==> config.mk <==
export PLATFORM = sky130hd
export DESIGN_NAME = pat_combiner
export DESIGN_NICKNAME = d
export VERILOG_FILES = /design/src/rtl/pat_combiner_pkg.sv /design/src/rtl/pat_combiner_ctrl.sv /design/src/rtl/pat_combiner_datapath.sv /design/src/rtl/pat_combiner.sv
export SDC_FILE = /design/constraint.sdc
export NUM_CORES = 1
export LEC_CHECK = 0
export BUFFER_PORTS_ARGS = -buffer_cell sky130_fd_sc_hd__buf_2
export CORE_MARGIN = 5
export CORE_UTILIZATION = 52
export CTS_BUF_LIST = sky130_fd_sc_hd__clkbuf_16
export DETAILED_ROUTE_END_ITERATION = 16
export GPL_ROUTABILITY_DRIVEN = 0
export PLACE_DENSITY = 0.9
export SETUP_SLACK_MARGIN = 0.5
export SLEW_MARGIN = 40
export SYNTH_ARGS = -nofsm -noshare
export SYNTH_HDL_FRONTEND = slang
export SYNTH_SLANG_ARGS = --single-unit
==> constraint.sdc <==
create_clock -name clk -period 2.45 [get_ports clk]
set_input_delay 0.3675 -clock clk [delete_from_list [all_inputs] [get_ports clk]]
set_output_delay 0.3675 -clock clk [all_outputs]
set_load 0.02 [all_outputs]
==> src/rtl/pat_combiner_pkg.sv <==
package pat_combiner_pkg;

  localparam int TYPE_W     = 8;
  localparam int NUM_FIELDS = 8;
  localparam int IDX_W      = $clog2(NUM_FIELDS);
  localparam int REG_W      = TYPE_W * NUM_FIELDS;
  localparam int RANGE_W    = 3;

  typedef enum logic [RANGE_W-1:0] {
    MT_UC   = 3'd0,
    MT_WC   = 3'd1,
    MT_RSV2 = 3'd2,
    MT_RSV3 = 3'd3,
    MT_WT   = 3'd4,
    MT_WP   = 3'd5,
    MT_WB   = 3'd6,
    MT_UCM  = 3'd7
  } memCode_e;

  typedef struct packed {
    logic attrWrite;
    logic resultLoad;
  } ctrlStrobe_t;

  function automatic logic typeWritable(input logic [TYPE_W-1:0] v);
    return (v == TYPE_W'(MT_UC)) || (v == TYPE_W'(MT_WC)) ||
           (v == TYPE_W'(MT_WT)) || (v == TYPE_W'(MT_WP)) ||
           (v == TYPE_W'(MT_WB)) || (v == TYPE_W'(MT_UCM));
  endfunction

  function automatic logic [TYPE_W-1:0] mergeTypes(
      input logic [RANGE_W-1:0] rangeCode,
      input logic [TYPE_W-1:0]  pageVal);
    memCode_e rc;
    memCode_e pc;
    memCode_e res;
    logic     rsv;
    rc  = memCode_e'(rangeCode);
    pc  = memCode_e'(pageVal[RANGE_W-1:0]);
    rsv = (|pageVal[TYPE_W-1:RANGE_W]) ||
          (pc == MT_RSV2) || (pc == MT_RSV3) ||
          (rc == MT_RSV2) || (rc == MT_RSV3) || (rc == MT_UCM);
    res = MT_RSV2;
    if (!rsv) begin
      unique case (rc)
        MT_UC:   res = (pc == MT_WC) ? MT_WC : MT_UC;
        MT_WC:   res = (pc == MT_WC || pc == MT_WB || pc == MT_UCM) ? MT_WC : MT_UC;
        MT_WT: begin
          unique case (pc)
            MT_WT, MT_WB: res = MT_WT;
            MT_WP:        res = MT_WP;
            MT_WC:        res = MT_WC;
            default:      res = MT_UC;
          endcase
        end
        MT_WP: begin
          unique case (pc)
            MT_WB:   res = MT_WP;
            MT_UCM:  res = MT_WC;
            default: res = pc;
          endcase
        end
        default: res = (pc == MT_UCM) ? MT_UC : pc;
      endcase
    end
    return TYPE_W'(res);
  endfunction

endpackage

==> src/rtl/pat_combiner_ctrl.sv <==
module pat_combiner_ctrl
  import pat_combiner_pkg::*;
(
  input  logic        clk,
  input  logic        rstN,
  input  logic        wrEn,
  input  logic        wrLegal,
  input  logic        lookupValid,
  output ctrlStrobe_t strobe,
  output logic        outValid
);

  logic validQ;

  always_comb begin
    strobe.attrWrite  = wrEn & wrLegal;
    strobe.resultLoad = lookupValid;
  end

  always_ff @(posedge clk) begin
    if (!rstN) validQ <= 1'b0;
    else       validQ <= lookupValid;
  end

  assign outValid = validQ;

endmodule

==> src/rtl/pat_combiner_datapath.sv <==
module pat_combiner_datapath
  import pat_combiner_pkg::*;
#(
  parameter int               FLAG_W      = 8,
  parameter int               PWT_BIT     = 3,
  parameter int               PCD_BIT     = 4,
  parameter int               PAT_BIT     = 7,
  parameter logic [REG_W-1:0] RESET_VALUE = 64'h0007040600070406
) (
  input  logic                clk,
  input  logic                rstN,
  input  ctrlStrobe_t         strobe,
  input  logic [REG_W-1:0]    wrData,
  input  logic [FLAG_W-1:0]   pteFlags,
  input  logic [RANGE_W-1:0]  rangeType,
  output logic                wrLegal,
  output logic [TYPE_W-1:0]   pageType,
  output logic [TYPE_W-1:0]   effType
);

  logic [REG_W-1:0]      attrReg;
  logic [NUM_FIELDS-1:0] fieldOk;
  logic [IDX_W-1:0]      attrIdx;
  logic [TYPE_W-1:0]     selField;
  logic [TYPE_W-1:0]     effNext;
  logic [TYPE_W-1:0]     pageQ;
  logic [TYPE_W-1:0]     effQ;
  logic                  unusedFlagBits;

  for (genvar n = 0; n < NUM_FIELDS; n++) begin : g_fieldCheck
    assign fieldOk[n] = typeWritable(wrData[n*TYPE_W +: TYPE_W]);
  end
  assign wrLegal = &fieldOk;

  assign attrIdx        = {pteFlags[PAT_BIT], pteFlags[PCD_BIT], pteFlags[PWT_BIT]};
  assign unusedFlagBits = ^pteFlags;

  always_comb begin
    selField = '0;
    for (int n = 0; n < NUM_FIELDS; n++) begin
      if (attrIdx == IDX_W'(n)) selField = attrReg[n*TYPE_W +: TYPE_W];
    end
  end

  assign effNext = mergeTypes(rangeType, selField);

  always_ff @(posedge clk) begin
    if (!rstN)                 attrReg <= RESET_VALUE;
    else if (strobe.attrWrite) attrReg <= wrData;
  end

  always_ff @(posedge clk) begin
    if (!rstN) begin
      pageQ <= '0;
      effQ  <= '0;
    end else if (strobe.resultLoad) begin
      pageQ <= selField;
      effQ  <= effNext;
    end
  end

  assign pageType = pageQ;
  assign effType  = effQ;

endmodule

==> src/rtl/pat_combiner.sv <==
module pat_combiner
  import pat_combiner_pkg::*;
#(
  parameter int               FLAG_W      = 8,
  parameter int               PWT_BIT     = 3,
  parameter int               PCD_BIT     = 4,
  parameter int               PAT_BIT     = 7,
  parameter logic [REG_W-1:0] RESET_VALUE = 64'h0007040600070406
) (
  input  logic               clk,
  input  logic               rstN,
  input  logic               wrEn,
  input  logic [REG_W-1:0]   wrData,
  input  logic               lookupValid,
  input  logic [FLAG_W-1:0]  pteFlags,
  input  logic [RANGE_W-1:0] rangeType,
  output logic               outValid,
  output logic [TYPE_W-1:0]  pageType,
  output logic [TYPE_W-1:0]  effType
);

  ctrlStrobe_t strobe;
  logic        wrLegal;

  pat_combiner_ctrl u_ctrl (
    .clk         (clk),
    .rstN        (rstN),
    .wrEn        (wrEn),
    .wrLegal     (wrLegal),
    .lookupValid (lookupValid),
    .strobe      (strobe),
    .outValid    (outValid)
  );

  pat_combiner_datapath #(
    .FLAG_W      (FLAG_W),
    .PWT_BIT     (PWT_BIT),
    .PCD_BIT     (PCD_BIT),
    .PAT_BIT     (PAT_BIT),
    .RESET_VALUE (RESET_VALUE)
  ) u_dp (
    .clk       (clk),
    .rstN      (rstN),
    .strobe    (strobe),
    .wrData    (wrData),
    .pteFlags  (pteFlags),
    .rangeType (rangeType),
    .wrLegal   (wrLegal),
    .pageType  (pageType),
    .effType   (effType)
  );

endmodule

==> results.toml, run 1 <==
[timing]
fin_crit_sh = 0.781
tightest_slew_ps = 574
rsz0062_at_grt = "false"
setup_viol = 0
min_period_ps = 1910
fmax_ghz = 0.523
whs_ps = 251
setup_tns_ps = 0
max_slew_margin = 0.617
finalHoldViolations = 0
skew_ps = 6.39
slew_violations = 0

[worst_setup_path]
r2r-start = "u_dp.attrReg[49]"
arrival_ps = 2180
path_delay_family = "compound AO/OA/AOI/OAI gates"
path_buf_inv = 3
slowest_delay_ps = 300
crit_fanout = 21
slowest_stage = "a2111oi_4"
worst_r2r_path_depth = 6
setup.worst_path.class = "in -> reg"
cp_common_cell = "buf_4"
r2r_setup_slack_ps = 590
crit_chain = "buf_4 > buf_4 > mux2i_1 > nor3_1 > a211oi_1 > buf_4 > nand2_1 > a2111oi_4 > a2bb2oi_2"
startpoint_type = "primary input"
reg2reg_to = "u_dp.effType[0]"
critPathCaptureType = "flip-flop"
worstPathRequired_ps = 2720

[detailed_routing]
firstDrtPassIters = 4
first_iter_violations = 295
num_vias = 3067
drt_wl_total_um = 9020
remaining_drc_errors = 0
viasPerCell = 5.92
wire_per_inst_um = 17.4
final_antenna_net_count = 0

[worst_hold_path]
timing.hold.worst.class = "in -> reg"
worstHoldStart = "wrData[16]"
whs_path_depth = 3
min_to = "u_dp.attrReg[16]"

[floorplanning]
rows = 30
coreArea_um2 = 6680
io_pins = 96
fp.dieW_um = 92.1
dieArea_um2 = 8490
die_y_um = 92.1
start_util = 0.525

[global_route]
antenna_found_initial = 0
grt_pass1_vias = 2945
grt_use_total = 0.202
use_met1 = 0.225
grt-ovfl-total = 0
use_met2 = 0.351
use_met3 = 0.0377
grt_max_degree = 68
busiest_layer = "met2"
grt_pass1_wl_um = 13600

[yosys]
synth_edf_count = 0
ys.flop_type = "dfxtp_1"
synthTopCellsByArea = "dfxtp_1 (43%), mux2i_1 (11%), and3_1 (7.3%)"
yosys.area.top_type = "dfxtp_1"
yosysSeqAreaShare = 0.434
netlist_top_cells_count = "dfxtp_1 (76), and3_1 (41), mux2i_1 (39)"
yosys.cell_count.top_type = "dfxtp_1"
syn_area_per_cell_um2 = 9.99
syn_inst = 351
synth-async-reset-ratio = 0
ys_seq_elements = 76
ys_types = 47
synth_top_area_frac = 0.434
synth.cell_area_um2 = 3510
ys_warn_count = 0

[clock_tree]
path_clk_slew_ps = 60
htreeDepth = 3
clockBufferDepth = 2
numClockSinks = 76
clockRootBuffer = "clkbuf_16"
cts_tree = "built"
cts_buffers = 9
clkLatencyLatePin_ps = 330
cts_hold_buf = 0

[final_layout]
area_growth_pct = 22.7
drive_gt1_frac = 0.292
diodes = 0
n_fill_cell = 495
fin_nets = 512
utilization = 0.644
final_cell_count_no_fill = 518

[run]
maxCapViolations = 0

[outcome]
status = "completed"

[power]
p_leak_nw = 2.19
finalPower_mw = 2.65
p_per_area_nw_per_um2 = 616
ir_drop_v = 0.000433

[placement]
dp_hpwl_um = 5830
dp.cells = 498
port_buffers = 85
==> layer usage <==
layer,vias to the layer above,wire length (um)
li1,1434,-
met1,1451,3440
met2,154,4600
met3,28,609
met4,0,373
met5,-,0
==> state kept, by name, indices dropped and copies added (netlist names) <==
name / count
u_dp.effType: 3
u_ctrl.outValid: 1
u_dp.pageType: 8
u_dp.attrReg: 64
==> tightest hold or removal path, stage by stage <==
cell	delay, ps
buf_2	70
mux2i_1	50
nand2_1	60
==> worst max path at each step <==
stage,start,endpoint,slack (ps),depth (start not counted)
final,pteFlags[4],u_dp.effType[0],540,9
after global routing,pteFlags[4],u_dp.effType[0],400,9
after CTS,pteFlags[3],u_dp.effType[0],510,7
after detailed placement,pteFlags[4],u_dp.effType[0],130,9
after global placement,pteFlags[4],u_dp.effType[0],130,7
after floorplan,wrData[50],u_dp.attrReg[1],500,9
==> cell type report <==
cell class | count | area (um^2) | area share
Tap cell | 80 | 100 | 0.0233
Multi-Input combinational cell | 239 | 1800 | 0.419
Clock buffer | 9 | 225 | 0.0523
Timing Repair Buffer | 100 | 598 | 0.139
Inverter | 7 | 26.3 | 0.00610
Clock inverter | 7 | 28.8 | 0.00669
Sequential cell | 76 | 1520 | 0.353
==> report_power, final <==
part	leakage (nW)	internal (mW)	switching (mW)
sequential	0.615	1.25	0.00499
clock	0.142	0.662	0.468
combinational	1.43	0.123	0.146
total	2.19	2.03	0.619
==> cell families after synthesis <==
kind of cell / after synthesis / synth area share
AND/OR/NAND/NOR: 141 / 0.220
flip-flops: 76 / 0.434
multiplexers: 47 / 0.166
AO/OA/AOI/OAI: 46 / 0.107
buffers and inverters: 40 / 0.0721
other: 1 / 0.00107
==> stage by stage <==
stage	worst slack (ps)	area, um^2
floorplan	501	3530
global placement	133	3950
detailed placement	130	3950
CTS	510	4210
global route	398	4300
finish	536	4300
==> repair_timing <==
item	4_1_cts	5_1_grt
pin swaps	0	0
cloned	0	1
endpoints found under the setup margin	5	21
buffers inserted	0	3
resized for setup	2	10
==> cell usage in the layout, fill, tap and decap left out, types with 2 or more instances in the layout <==
| cell | n |
|---|---|
| mux2i_4 | 2 |
| nor2b_1 | 16 |
| nand4_1 | 4 |
| conb_1 | 5 |
| a2111oi_4 | 3 |
| buf_2 | 83 |
| o211a_1 | 6 |
| dfxtp_1 | 76 |
| buf_12 | 3 |
| nand3_1 | 9 |
| o211ai_1 | 5 |
| nor3_1 | 12 |
| nand2_1 | 27 |
| o21ai_0 | 11 |
| nor2_1 | 11 |
| nand2b_1 | 4 |
| a21oi_1 | 6 |
| buf_4 | 12 |
| and3_1 | 41 |
| o2bb2ai_1 | 2 |
| nor4_1 | 7 |
| nand3b_1 | 3 |
| clkinv_2 | 2 |
| inv_1 | 11 |
| nor3b_1 | 2 |
| mux2i_1 | 37 |
| clkbuf_16 | 10 |
| mux4_2 | 6 |
Power figures use the tool's default switching activity.
==> run 2, diff against run 1 <==
--- a/config.mk
+++ b/config.mk
@@ -5,13 +5,14 @@
 export SDC_FILE = /design/constraint.sdc
 export NUM_CORES = 1
 export LEC_CHECK = 0
+export ABC_AREA = 1
 export BUFFER_PORTS_ARGS = -buffer_cell sky130_fd_sc_hd__buf_2
 export CORE_MARGIN = 5
 export CORE_UTILIZATION = 52
 export CTS_BUF_LIST = sky130_fd_sc_hd__clkbuf_16
 export DETAILED_ROUTE_END_ITERATION = 16
 export GPL_ROUTABILITY_DRIVEN = 0
-export PLACE_DENSITY = 0.9
+export PLACE_DENSITY = 0.91
 export SETUP_SLACK_MARGIN = 0.5
 export SLEW_MARGIN = 40
 export SYNTH_ARGS = -nofsm -noshare
==> constraint.sdc (replaced) <==
create_clock -name clk -period 2 [get_ports clk]
set_input_delay 0.3 -clock clk [delete_from_list [all_inputs] [get_ports clk]]
set_output_delay 0.3 -clock clk [all_outputs]
set_load 0.02 [all_outputs]
==> run 2 against run 1 <==
  * Critical endpoint unchanged
  * Critical path depth increased by 2
  * Flip-flop and latch count stayed put
  * Total power up 37%
  * Count of clock-buffer cells in the layout did not move
  * Largest cell class unchanged
  * Register-to-register slack lost 280 ps
  * Clock power rose by 50%
  * Combinational power grew 44%
  * Wire length rose by 28%
  * Hold slack lost 75 ps
==> results.toml, run 2 <==
[detailed_routing]
final_antenna_net_count = 0
first_iter_violations = 428
firstDrtPassIters = 5
drt_wl_total_um = 11600
remaining_drc_errors = 0
num_vias = 3853
viasPerCell = 5.88
wire_per_inst_um = 17.7

[worst_setup_path]
critPathCaptureType = "flip-flop"
crit_fanout = 4
setup.worst_path.class = "reg -> reg"
worstPathRequired_ps = 2270
arrival_ps = 1960
startpoint_type = "flip-flop"

[final_layout]
drive_gt1_frac = 0.310
largest_reg_flops = 64
top_register = "u_dp.attrReg"
utilization = 0.732
fin_nets = 652
final_common_cell = "buf_2"
mostFrequentLayoutCells = "buf_2 (81), inv_1 (75), dfxtp_1 (75)"
area_growth_pct = 37.6
n_fill_cell = 424
diodes = 0

[global_route]
grt_pass1_vias = 3386
antenna_found_initial = 0
grt_max_degree = 65
grt-ovfl-total = 0
grt_pass1_wl_um = 15400
grt_use_total = 0.230

[worst_hold_path]
timing.hold.worst.class = "in -> reg"

[yosys]
netlist_top_cells_count = "inv_1 (78), dfxtp_1 (76), nand2_1 (74)"
syn_inst = 476
syn_area_per_cell_um2 = 7.05
ys.flop_type = "dfxtp_1"
synth_edf_count = 0
yosysSeqAreaShare = 0.453
synth.cell_area_um2 = 3360
yosys.area.top_type = "dfxtp_1"
synth_top_area_frac = 0.453
yosys.cell_count.top_type = "inv_1"
synth-async-reset-ratio = 0
ys_seq_elements = 76
synthTopCellsByArea = "dfxtp_1 (45%), nand3_1 (10%), inv_1 (8.7%)"
ys_types = 31
ys_warn_count = 0

[floorplanning]
coreArea_um2 = 6310
start_util = 0.532
dieArea_um2 = 8160
die_y_um = 90.3
rows = 29
io_pins = 96
fp.dieW_um = 90.3

[power]
p_leak_nw = 2.42
ir_drop_v = 0.000694
p_per_area_nw_per_um2 = 784
finalPower_mw = 3.62

[clock_tree]
clkLatencyLatePin_ps = 340
clockBufferDepth = 2
numClockSinks = 76
cts_buffers = 9
htreeDepth = 3
path_clk_slew_ps = 60
clockRootBuffer = "clkbuf_16"
cts_hold_buf = 0
cts_tree = "built"

[timing]
skew_ps = 6.22
min_period_ps = 1690
slew_violations = 0
setup_tns_ps = 0
fin_crit_sh = 0.843
finalHoldViolations = 0
whs_ps = 177
rsz0062_at_grt = "true"
setup_viol = 0
fmax_ghz = 0.593

[run]
maxCapViolations = 0

[placement]
port_buffers = 85
dp_hpwl_um = 6340

[outcome]
status = "completed"
## run 2: changes by cell type in the layout (fill, tap and decap cells not counted), moves of 8 or more
cell and delta:
nand3_1 +50, nand4_1 +16, inv_1 +64, nor3_1 -10
nand3_2 +10, nor2b_1 -16, o21ai_0 +8, mux2i_1 -37
nor2_1 +38, and3_1 -41, nand2_2 +9, nand2_1 +36
## run 2: cell type report
cell class                 instances  area [um^2]  share of cell area
clock inverter                     7         83.8              0.0181
multi-input combinational        297         1630               0.354
clock buffer                       9          225              0.0487
inverter                          81          313              0.0677
timing repair buffer             108          746               0.161
sequential                        76         1520               0.330
tap                               77         96.3              0.0209
## run 2: cell families after synthesis
family                 Yosys count  synth area share
buffers and inverters          107             0.127
and+or+nand+nor                245             0.340
AOI/OAI and AO/OA               47            0.0783
other                            1           0.00112
DFF                             76             0.453
## run 2: where the power goes
group          total [mW]  switching [mW]  leakage (nW)  internal [mW]
clock                1.70           0.624         0.157           1.08
sequential           1.54         0.00627         0.615           1.53
combinational       0.388           0.237          1.65          0.151
## run 2: worst max-delay path: stages (launching register included)
cell,delay [ps]
dfxtp_1,330
nand4_1,120
nand3_2,110
nor2_2,120
nand4_1,210
nand2_2,190
nand2_1,90
nand2_1,80
nand2_1,70
nand3_1,90
nand3_1,80
a21oi_1,130
## run 2: final timing paths
check	start	endpoint	slack [ps]	cells past startpoint
max	u_dp.attrReg[18]	u_dp.effType[0]	310	11
min	wrData[16]	u_dp.attrReg[16]	180	3
max reg2reg	u_dp.attrReg[18]	u_dp.effType[0]	310	11
min reg2reg	u_dp.attrReg[22]	u_dp.attrReg[22]	450	2
## run 2: per-layer routing
metal / GRT usage / part of all wire / vias to the layer above
met5: 0 / 0 / -
met2: 0.401 / 0.50 / 287
met1: 0.259 / 0.35 / 1760
li1: - / - / 1713
met3: 0.0492 / 0.087 / 93
met4: 0.125 / 0.068 / 0
## run 2: timing repair
item | CTS | global route
pin swaps | 13 | 17
setup buffers | 5 | 5
gates cloned | 0 | 4
setup endpoints to repair | 5 | 17
resized for setup | 16 | 35
## run 2: per-stage QoR
stage	cells	area [um^2]	setup slack [ps]
6_report	655	4620	314
5_1_grt	655	4620	212
4_1_cts	646	4320	408
3_5_place_dp	625	3920	-30.3
3_3_place_gp	625	3920	62.8
2_1_floorplan	480	3480	446
